### src/rtl/adc_rdport_pkg.sv
package adc_rdport_pkg;

    localparam int WORD_LONG  = 24;
    localparam int WORD_SHORT = 16;
    localparam int CNT_W      = $clog2(WORD_LONG + 1);

    typedef logic [WORD_LONG-1:0] word_t;

    typedef enum logic [1:0] {
        SRC_OUT  = 2'd0,
        SRC_CTRL = 2'd1,
        SRC_CAL  = 2'd2
    } src_e;

    typedef struct packed {
        src_e             src;
        logic [CNT_W-1:0] len;
        word_t            data;
    } xfer_t;

    // Frame length: short only for a conversion word in 16-bit mode.
    function automatic logic [CNT_W-1:0] frame_len(src_e s, logic long_mode);
        return (s == SRC_OUT && !long_mode) ? CNT_W'(WORD_SHORT) : CNT_W'(WORD_LONG);
    endfunction

    // Left-align a conversion word so the first bit sent is the MSB of the frame.
    function automatic word_t align_word(word_t w, logic long_mode);
        return long_mode ? w : {w[WORD_SHORT-1:0], {(WORD_LONG-WORD_SHORT){1'b0}}};
    endfunction

endpackage

### src/rtl/sclk_edge.sv
module sclk_edge #(
    parameter int STAGES = 3
) (
    input  logic clk,
    input  logic rst,
    input  logic sclk_in,
    output logic fall_o
);
    logic [STAGES-1:0] smp;

    always_ff @(posedge clk) begin
        if (rst) smp <= '0;
        else     smp <= {smp[STAGES-2:0], sclk_in};
    end

    // Oldest stage high, next stage low: a settled high-to-low transition.
    assign fall_o = smp[STAGES-1] & ~smp[STAGES-2];
endmodule

### src/rtl/rd_shifter.sv
module rd_shifter
    import adc_rdport_pkg::*;
(
    input  logic  clk,
    input  logic  rst,
    input  logic  start,
    input  xfer_t load,
    input  logic  rd_n,
    input  logic  fall,
    output logic  busy_o,
    output src_e  src_o,
    output logic  done_o,
    output logic  sdata_o,
    output logic  oe_o
);
    word_t            shreg;
    logic [CNT_W-1:0] cnt;
    logic [CNT_W-1:0] len;
    logic             step;

    assign step   = busy_o & ~rd_n & fall;
    assign done_o = step & (cnt == len - 1'b1);

    always_ff @(posedge clk) begin
        if (rst) begin
            busy_o <= 1'b0;
            src_o  <= SRC_OUT;
            shreg  <= '0;
            cnt    <= '0;
            len    <= '0;
        end else if (start) begin
            busy_o <= 1'b1;
            src_o  <= load.src;
            shreg  <= load.data;
            cnt    <= '0;
            len    <= load.len;
        end else if (step) begin
            shreg <= {shreg[WORD_LONG-2:0], 1'b0};
            if (done_o) busy_o <= 1'b0;
            else        cnt    <= cnt + 1'b1;
        end
    end

    assign oe_o    = busy_o & ~rd_n;
    assign sdata_o = shreg[WORD_LONG-1] & oe_o;
endmodule

### src/rtl/ready_store.sv
module ready_store
    import adc_rdport_pkg::*;
(
    input  logic  clk,
    input  logic  rst,
    input  logic  word_valid,
    input  word_t word_data,
    input  logic  hold,
    input  logic  clear,
    output word_t word_o,
    output logic  drdy_n
);
    always_ff @(posedge clk) begin
        if (rst) begin
            word_o <= '0;
            drdy_n <= 1'b1;
        end else begin
            if (clear) drdy_n <= 1'b1;
            if (word_valid && !hold) begin
                word_o <= word_data;
                drdy_n <= 1'b0;
            end
        end
    end
endmodule

### src/rtl/adc_rdport.sv
module adc_rdport
    import adc_rdport_pkg::*;
#(
    parameter int N_CAL       = 2,
    parameter int SYNC_STAGES = 3,
    localparam int CIDX_W     = (N_CAL > 1) ? $clog2(N_CAL) : 1
) (
    input  logic                      clk,
    input  logic                      rst,
    input  logic                      sclk_in,
    input  logic                      rd_n,
    input  logic                      addr_hi,
    input  logic                      cal_en,
    input  logic [CIDX_W-1:0]         cal_idx,
    input  logic                      len24,
    input  logic                      word_valid,
    input  logic [WORD_LONG-1:0]      word_data,
    input  logic [WORD_LONG-1:0]      ctrl_word,
    input  logic [N_CAL*WORD_LONG-1:0] cal_words,
    output logic                      sdata_out,
    output logic                      sdata_oe,
    output logic                      drdy_n
);
    word_t cal_arr [N_CAL];
    word_t cal_pick;
    word_t out_word;
    xfer_t req;
    logic  sclk_fall, busy, done, start, hold, rd_q;
    src_e  src_q;

    for (genvar g = 0; g < N_CAL; g++) begin : g_cal
        assign cal_arr[g] = cal_words[g*WORD_LONG +: WORD_LONG];
    end

    always_comb begin
        cal_pick = '0;
        for (int i = 0; i < N_CAL; i++)
            if (cal_idx == CIDX_W'(i)) cal_pick = cal_arr[i];
    end

    always_comb begin
        if (!addr_hi)    req.src = SRC_CTRL;
        else if (cal_en) req.src = SRC_CAL;
        else             req.src = SRC_OUT;
        req.len = frame_len(req.src, len24);
        unique case (req.src)
            SRC_CTRL: req.data = ctrl_word;
            SRC_CAL:  req.data = cal_pick;
            default:  req.data = align_word(out_word, len24);
        endcase
    end

    always_ff @(posedge clk) begin
        if (rst) rd_q <= 1'b1;
        else     rd_q <= rd_n;
    end

    // Start on a strobe falling edge; conversion reads need the flag low.
    assign start = rd_q & ~rd_n & ~busy & ((req.src != SRC_OUT) | ~drdy_n);
    assign hold  = (busy & (src_q == SRC_OUT)) | (start & (req.src == SRC_OUT));

    sclk_edge #(.STAGES(SYNC_STAGES)) u_edge (
        .clk     (clk),
        .rst     (rst),
        .sclk_in (sclk_in),
        .fall_o  (sclk_fall)
    );

    rd_shifter u_shift (
        .clk     (clk),
        .rst     (rst),
        .start   (start),
        .load    (req),
        .rd_n    (rd_n),
        .fall    (sclk_fall),
        .busy_o  (busy),
        .src_o   (src_q),
        .done_o  (done),
        .sdata_o (sdata_out),
        .oe_o    (sdata_oe)
    );

    ready_store u_store (
        .clk        (clk),
        .rst        (rst),
        .word_valid (word_valid),
        .word_data  (word_data),
        .hold       (hold),
        .clear      (done & (src_q == SRC_OUT)),
        .word_o     (out_word),
        .drdy_n     (drdy_n)
    );
endmodule

### config.mk
export PLATFORM = sky130hd
export DESIGN_NAME = adc_rdport
export DESIGN_NICKNAME = d
export VERILOG_FILES = /design/src/rtl/adc_rdport_pkg.sv /design/src/rtl/sclk_edge.sv /design/src/rtl/rd_shifter.sv /design/src/rtl/ready_store.sv /design/src/rtl/adc_rdport.sv
export SDC_FILE = /design/constraint.sdc
export NUM_CORES = 1
export LEC_CHECK = 0
export BUFFER_PORTS_ARGS = -buffer_cell sky130_fd_sc_hd__buf_2
export CAP_MARGIN = 0
export CORE_MARGIN = 2
export CORE_UTILIZATION = 55
export CTS_BUF_LIST = sky130_fd_sc_hd__clkbuf_8 sky130_fd_sc_hd__clkbuf_16
export DETAILED_ROUTE_END_ITERATION = 8
export PLACE_DENSITY = 0.86
export SLEW_MARGIN = 20
export SYNTH_ARGS = -nofsm -noshare
export SYNTH_HDL_FRONTEND = slang
export SYNTH_SLANG_ARGS = --single-unit
### constraint.sdc
create_clock -name clk -period 3.6 [get_ports clk]
set_input_delay 0.54 -clock clk [delete_from_list [all_inputs] [get_ports clk]]
set_output_delay 0.54 -clock clk [all_outputs]
set_load 0.05 [all_outputs]
==> flow_summary.toml, run 1 <==
[run_status]
status = "finished, final reports clean"

[clocking]
root_buffer = "clkbuf_8"
postCtsHoldBufs = 0
htreeDepth = 3
cts_setup_buffers = 0
post_cts_resized = 0
insertion_delay_ns = 0.34
cts_tree = "yes"
clk_pin_slew_ns = 0.07
numCtsBuffers = 9
clock_path_buffers = 2
cts.sinks = 63

[worst_hold_path]
min_path_type = "in -> reg"
holdPathStages = 3

[yosys]
synthFlopType = "dfxtp_1"
ys_seq_area_frac = 0.365
yosys.area_share.xor_xnor = 0.00253
synth-simple-area-share = 0.195
ys_top_cells_by_count = "73 x mux2i_1, 63 x dfxtp_1, 38 x nor2_1, 27 x nand2_1, 20 x nor2b_1"
syn_area_um2 = 3460
synth_top_family_by_area = "multiplexers"
synthDistinctLibCells = 41
ys.warnings.count = 0
post-synth-top-count-cell = "mux2i_1"
async_flop_share = 0
synth_compound_area_frac = 0.146
synthesis.nets = 491
netlist_instances = 385
yosys.area.top_type_share = 0.365
synth_seq_cells = 63
synth_top_area_cell = "dfxtp_1"
syn_area_per_cell_um2 = 8.98
yosys-top-cells-area = "dfxtp_1 36%, mux2i_1 21%, nor2_1 4.1%"
synth_mux_area_frac = 0.237
synth_adder_area_share = 0.00362
synth_edf_count = 0

[timing]
slew-limit-headroom = 0.484
fmax_ghz = 0.492
setup_viol = 0
fin_crit_sh = 0.565
timing.final.crit_period_ns = 2.03
skew_ns = 0.0110
holdWs_ns = 0.426
hold_violations = 0
drv_slew = 0
tightest_slew_ns = 0.753
rsz0062_at_grt = "false"
finalSetupTns_ns = 0

[critical_path]
crit_arrival_ns = 2.25
cp-start-kind = "flip-flop"
critPathMaxFanout = 26
critPathKind = "reg -> reg"
endpoint_kind = "flip-flop"
critPathRequiredTime_ns = 3.82
r2r_cells = 5

[layout]
fillers = 451
fin_nets = 580
final_area_um2 = 4180
antenna_cells = 0
fin_util = 0.697
drive_gt1_frac = 0.294
area_delta_synth_final_pct = 20.8

[floorplanning]
die_h_um = 83.3
core_area_um2 = 5990
fp-row-count = 28
dieArea_um2 = 6940
ios = 108
initial_core_util = 0.577
fp.dieW_um = 83.3

[global_route]
busiest_layer = "met2"
grtUsageMet1 = 0.331
track_usage = 0.265
grt_pass1_vias = 3062
grt_pass1_wl_mm = 14.9
grt_overflow = 0
antenna_found_initial = 0
grtUsageMet3 = 0.0477
grt_max_degree = 51
use_met2 = 0.449

[power]
pwr-share-clk = 0.376
ir_drop_v = 0.000256
power_frac_seq = 0.446
power.density_nw_per_um2 = 421
power.total_mw = 1.76
combPwrFrac = 0.178
cellLeakagePower_nw = 1.94
p_sw_frac = 0.271
power_switching_mw = 0.477
internal-power_mw = 1.28

[route]
wl_mm = 9.25
wl_per_cell_um = 16.7
drtPass1Iterations = 5
drc = 0
drt-initial-drc-count = 256
routed_via_density = 5.86
vias = 3245
antenna_left = 0

[placed_design]
dp_hpwl_mm = 6.60
placed_cell_area_um2 = 3970
port_buffers = 107
place.gp.congestion = 0.861

[job]
drv_cap = 0
-- area by class of cell --
cell class,instances,area (um2),area share
Clock buffer,9,124,0.0296
Clock inverter,7,88.8,0.0213
Multi-Input combinational cell,287,2030,0.486
Sequential cell,63,1260,0.302
Tap cell,75,93.8,0.0225
Timing Repair Buffer,113,581,0.139
-- final timing paths --
kind / end / slack [ns] / from
worst max-delay path: u_store.word_o[0] / 1.57 / u_shift.busy_o
worst min-delay path: u_store.word_o[20] / 0.43 / word_data[20]
worst max register to register: u_store.word_o[0] / 1.57 / u_shift.busy_o
worst min register to register: u_edge.smp[1] / 0.45 / u_edge.smp[0]
-- per-stage QoR --
stage | std cells | setup WS [ns]
floorplan | 385 | 1.27
global placement | 538 | 1.44
detailed placement | 538 | 1.34
CTS | 554 | 1.58
global route | 554 | 1.47
finish | 554 | 1.57
-- power groups by stage --
stage                     clock [mW]  sequential (mW)  combinational (mW)
after floorplan                    0            0.790               0.216
after global placement             0            0.796               0.295
after detailed placement           0            0.799               0.306
after CTS                      0.668            0.785               0.310
after global routing           0.704            0.790               0.341
final                          0.662            0.785               0.313
-- registers in the layout, indices dropped and copies added, names as in the netlist --
signal	count
u_shift.shreg	24
u_shift.cnt	5
u_shift.len	2
u_store.drdy_n	1
u_edge.smp	3
u_store.word_o	24
rd_q	1
u_shift.busy_o	1
u_shift.src_o	2
-- placed cells by master, fill, tap and decap left out, types with 13 or more instances in the layout --
cell type | Yosys | final
a31oi_1 | 13 | 13
o22ai_1 | 16 | 16
mux2i_1 | 73 | 73
a211oi_1 | 17 | 17
nor2b_1 | 20 | 20
nand2_1 | 27 | 27
nor3_1 | 18 | 18
buf_2 | 9 | 107
nor2_1 | 38 | 38
dfxtp_1 | 63 | 63
-- cell families after synthesis --
group,after synthesis
muxes,81
xor gates and xnor gates,1
and+or+nand+nor,131
adders and majority gates,1
buffers and inverters,35
AOI/OAI and AO/OA,73
DFF,63
-- routing by layer --
metal	part of all wire	routed length [um]	up-vias
met2	0.49	4530	160
met1	0.42	3900	1494
li1	-	-	1571
met4	0.023	211	0
met5	0	0	-
met3	0.066	611	20
-- worst max-delay path, stage by stage (launching register included) --
cell and delay [ns]:
dfxtp_1 0.37, or3b_4 0.44, o311ai_4 0.26, buf_4 0.43
mux2i_1 0.31, nor2_1 0.08
Power figures use the tool's default switching activity.
==> inputs of run 2 (changes only) <==
--- a/config.mk
+++ b/config.mk
@@ -8,10 +8,10 @@
 export BUFFER_PORTS_ARGS = -buffer_cell sky130_fd_sc_hd__buf_2
 export CAP_MARGIN = 0
 export CORE_MARGIN = 2
-export CORE_UTILIZATION = 55
+export CORE_UTILIZATION = 46
 export CTS_BUF_LIST = sky130_fd_sc_hd__clkbuf_8 sky130_fd_sc_hd__clkbuf_16
 export DETAILED_ROUTE_END_ITERATION = 8
-export PLACE_DENSITY = 0.86
+export PLACE_DENSITY = 0.77
 export SLEW_MARGIN = 20
 export SYNTH_ARGS = -nofsm -noshare
 export SYNTH_HDL_FRONTEND = slang
==> constraint.sdc (replaced) <==
create_clock -name clk -period 1.7 [get_ports clk]
set_input_delay 0.255 -clock clk [delete_from_list [all_inputs] [get_ports clk]]
set_output_delay 0.255 -clock clk [all_outputs]
set_load 0.05 [all_outputs]
==> flow_summary.toml, run 2 (synthesis gave the netlist of run 1 again) <==
[route]
routed-wl-met3_um = 623
drtPass1Iterations = 5
routed_via_density = 5.50
wl_per_cell_um = 15.9
highest_layer = "met4"
wl_met1_mm = 3.98
wl_mm = 9.49
vias = 3285
antenna_left = 0
wl_met2_mm = 4.63
drc = 0
drt-initial-drc-count = 168

[layout]
reg_top3 = "u_shift.shreg: 24 flops, u_store.word_o: 24 flops, u_shift.cnt: 5 flops"
instances_no_fill = 597
final_cell_mix = "107 x buf_2, 73 x mux2i_1, 61 x dfxtp_1, 38 x nor2_1, 27 x nand2_1"
fin_nets = 599
antenna_cells = 0
drive_gt1_frac = 0.329
area_delta_synth_final_pct = 29.4
final_common_cell = "buf_2"

[clocking]
htreeDepth = 3
clock_path_buffers = 2
numCtsBuffers = 9
root_buffer = "clkbuf_8"
clk_pin_slew_ns = 0.07
cts.sinks = 63
insertion_delay_ns = 0.33
cts_tree = "yes"

[critical_path]
reg2reg_slack_ns = -0.05
crit_family = "simple AND/OR/NAND/NOR gates"
max_stage_delay_ns = 0.40
crit_arrival_ns = 1.96
critPathRequiredTime_ns = 1.92
crit_slowest_cell = "or3b_4"
crit_chain = "or3b_4 > o311ai_4 > buf_12 > buf_12 > mux2i_1 > nor2_1"
critPathBufInv = 2
worstSetupPathDepth = 6
critPathKind = "reg -> reg"
critPathMaxFanout = 7
endpoint_kind = "flip-flop"
cp-start-kind = "flip-flop"
crit_top_cell = "buf_12"
r2r_cells = 6

[placed_design]
dp_hpwl_mm = 6.80
port_buffers = 107
preCtsSetupSlack_ns = -0.0572
place.gp.congestion = 0.819
dp.cells = 577

[power]
pwr-share-clk = 0.357
power.total_mw = 3.75
power_frac_seq = 0.442
p_sw_frac = 0.263
combPwrFrac = 0.201
cellLeakagePower_nw = 2.08
ir_drop_v = 0.000487
power.density_nw_per_um2 = 838
power_switching_mw = 0.985
internal-power_mw = 2.77

[worst_hold_path]
holdPathStages = 2
min_path_type = "in -> reg"

[global_route]
grt_pass1_vias = 3074
grt_max_degree = 59
grt_overflow = 0
antenna_found_initial = 0
track_usage = 0.226
grt_pass1_wl_mm = 14.8

[timing]
tightest_slew_ns = 0.400
skew_ns = 0.00450
timing.final.crit_period_ns = 1.75
setup_ws_ns = -0.0492
drv_slew = 0
fmax_ghz = 0.572
setup_viol = 4
slew-limit-headroom = 0.733
hold_violations = 0
rsz0062_at_grt = "true"
fin_crit_sh = 1.03

[floorplanning]
dieArea_um2 = 8230
fp.dieW_um = 90.7
die_h_um = 90.7
core_area_um2 = 7250
fp-row-count = 31
initial_core_util = 0.477
ios = 108

[run_status]
status = "complete, but fails checks"
violations = "negative setup slack"

[job]
drv_cap = 0
==> run 2: through the flow <==
step	area [um2]	hold WS, ns	util	setup TNS, ns
after CTS	4420	0.123	0.610	-0.0921
after floorplan	3460	0.362	-	0
after global routing	4480	0.142	0.617	-1.02
after global placement	4170	0.448	0.575	0
final	4480	0.126	0.617	-0.0754
after detailed placement	4170	0.452	0.575	-0.798
==> run 2: layout make-up <==
type | count | area (um2)
fillers | 621 | 2780
multi-input cells | 287 | 2030
flip-flops and latches | 63 | 1260
repair buffers | 132 | 846
clock buffers | 12 | 165
well taps | 99 | 124
clock inverters | 4 | 43.8
==> run 2: metal layers <==
metal | vias up | global-route usage
met1 | 1542 | 0.288
met4 | 0 | 0.104
met5 | - | 0
li1 | 1612 | -
met3 | 20 | 0.0543
met2 | 111 | 0.361
==> run 2: timing repair <==
action / in CTS / in global routing
hold buffers: 0 / 0
endpoints found under the setup margin: 5 / 16
resized for setup: 3 / 4
cloned: 1 / 2
pin swaps: 2 / 5
buffers inserted: 1 / 1
==> run 2: path summary, 6_finish.rpt <==
check	startpoint	endpoint
setup reg to reg	rd_q	u_store.word_o[11]
setup / recovery	rd_q	u_store.word_o[11]
hold / removal	sclk_in	u_edge.smp[0]
hold reg to reg	u_edge.smp[0]	u_edge.smp[1]
==> run 2: power groups by stage <==
stage | sequential, mW | combinational (mW) | clock (mW)
after global routing | 1.67 | 0.819 | 1.42
final | 1.66 | 0.756 | 1.34
after floorplan | 1.67 | 0.458 | 0
after detailed placement | 1.69 | 0.697 | 0
after CTS | 1.66 | 0.723 | 1.35
after global placement | 1.68 | 0.682 | 0
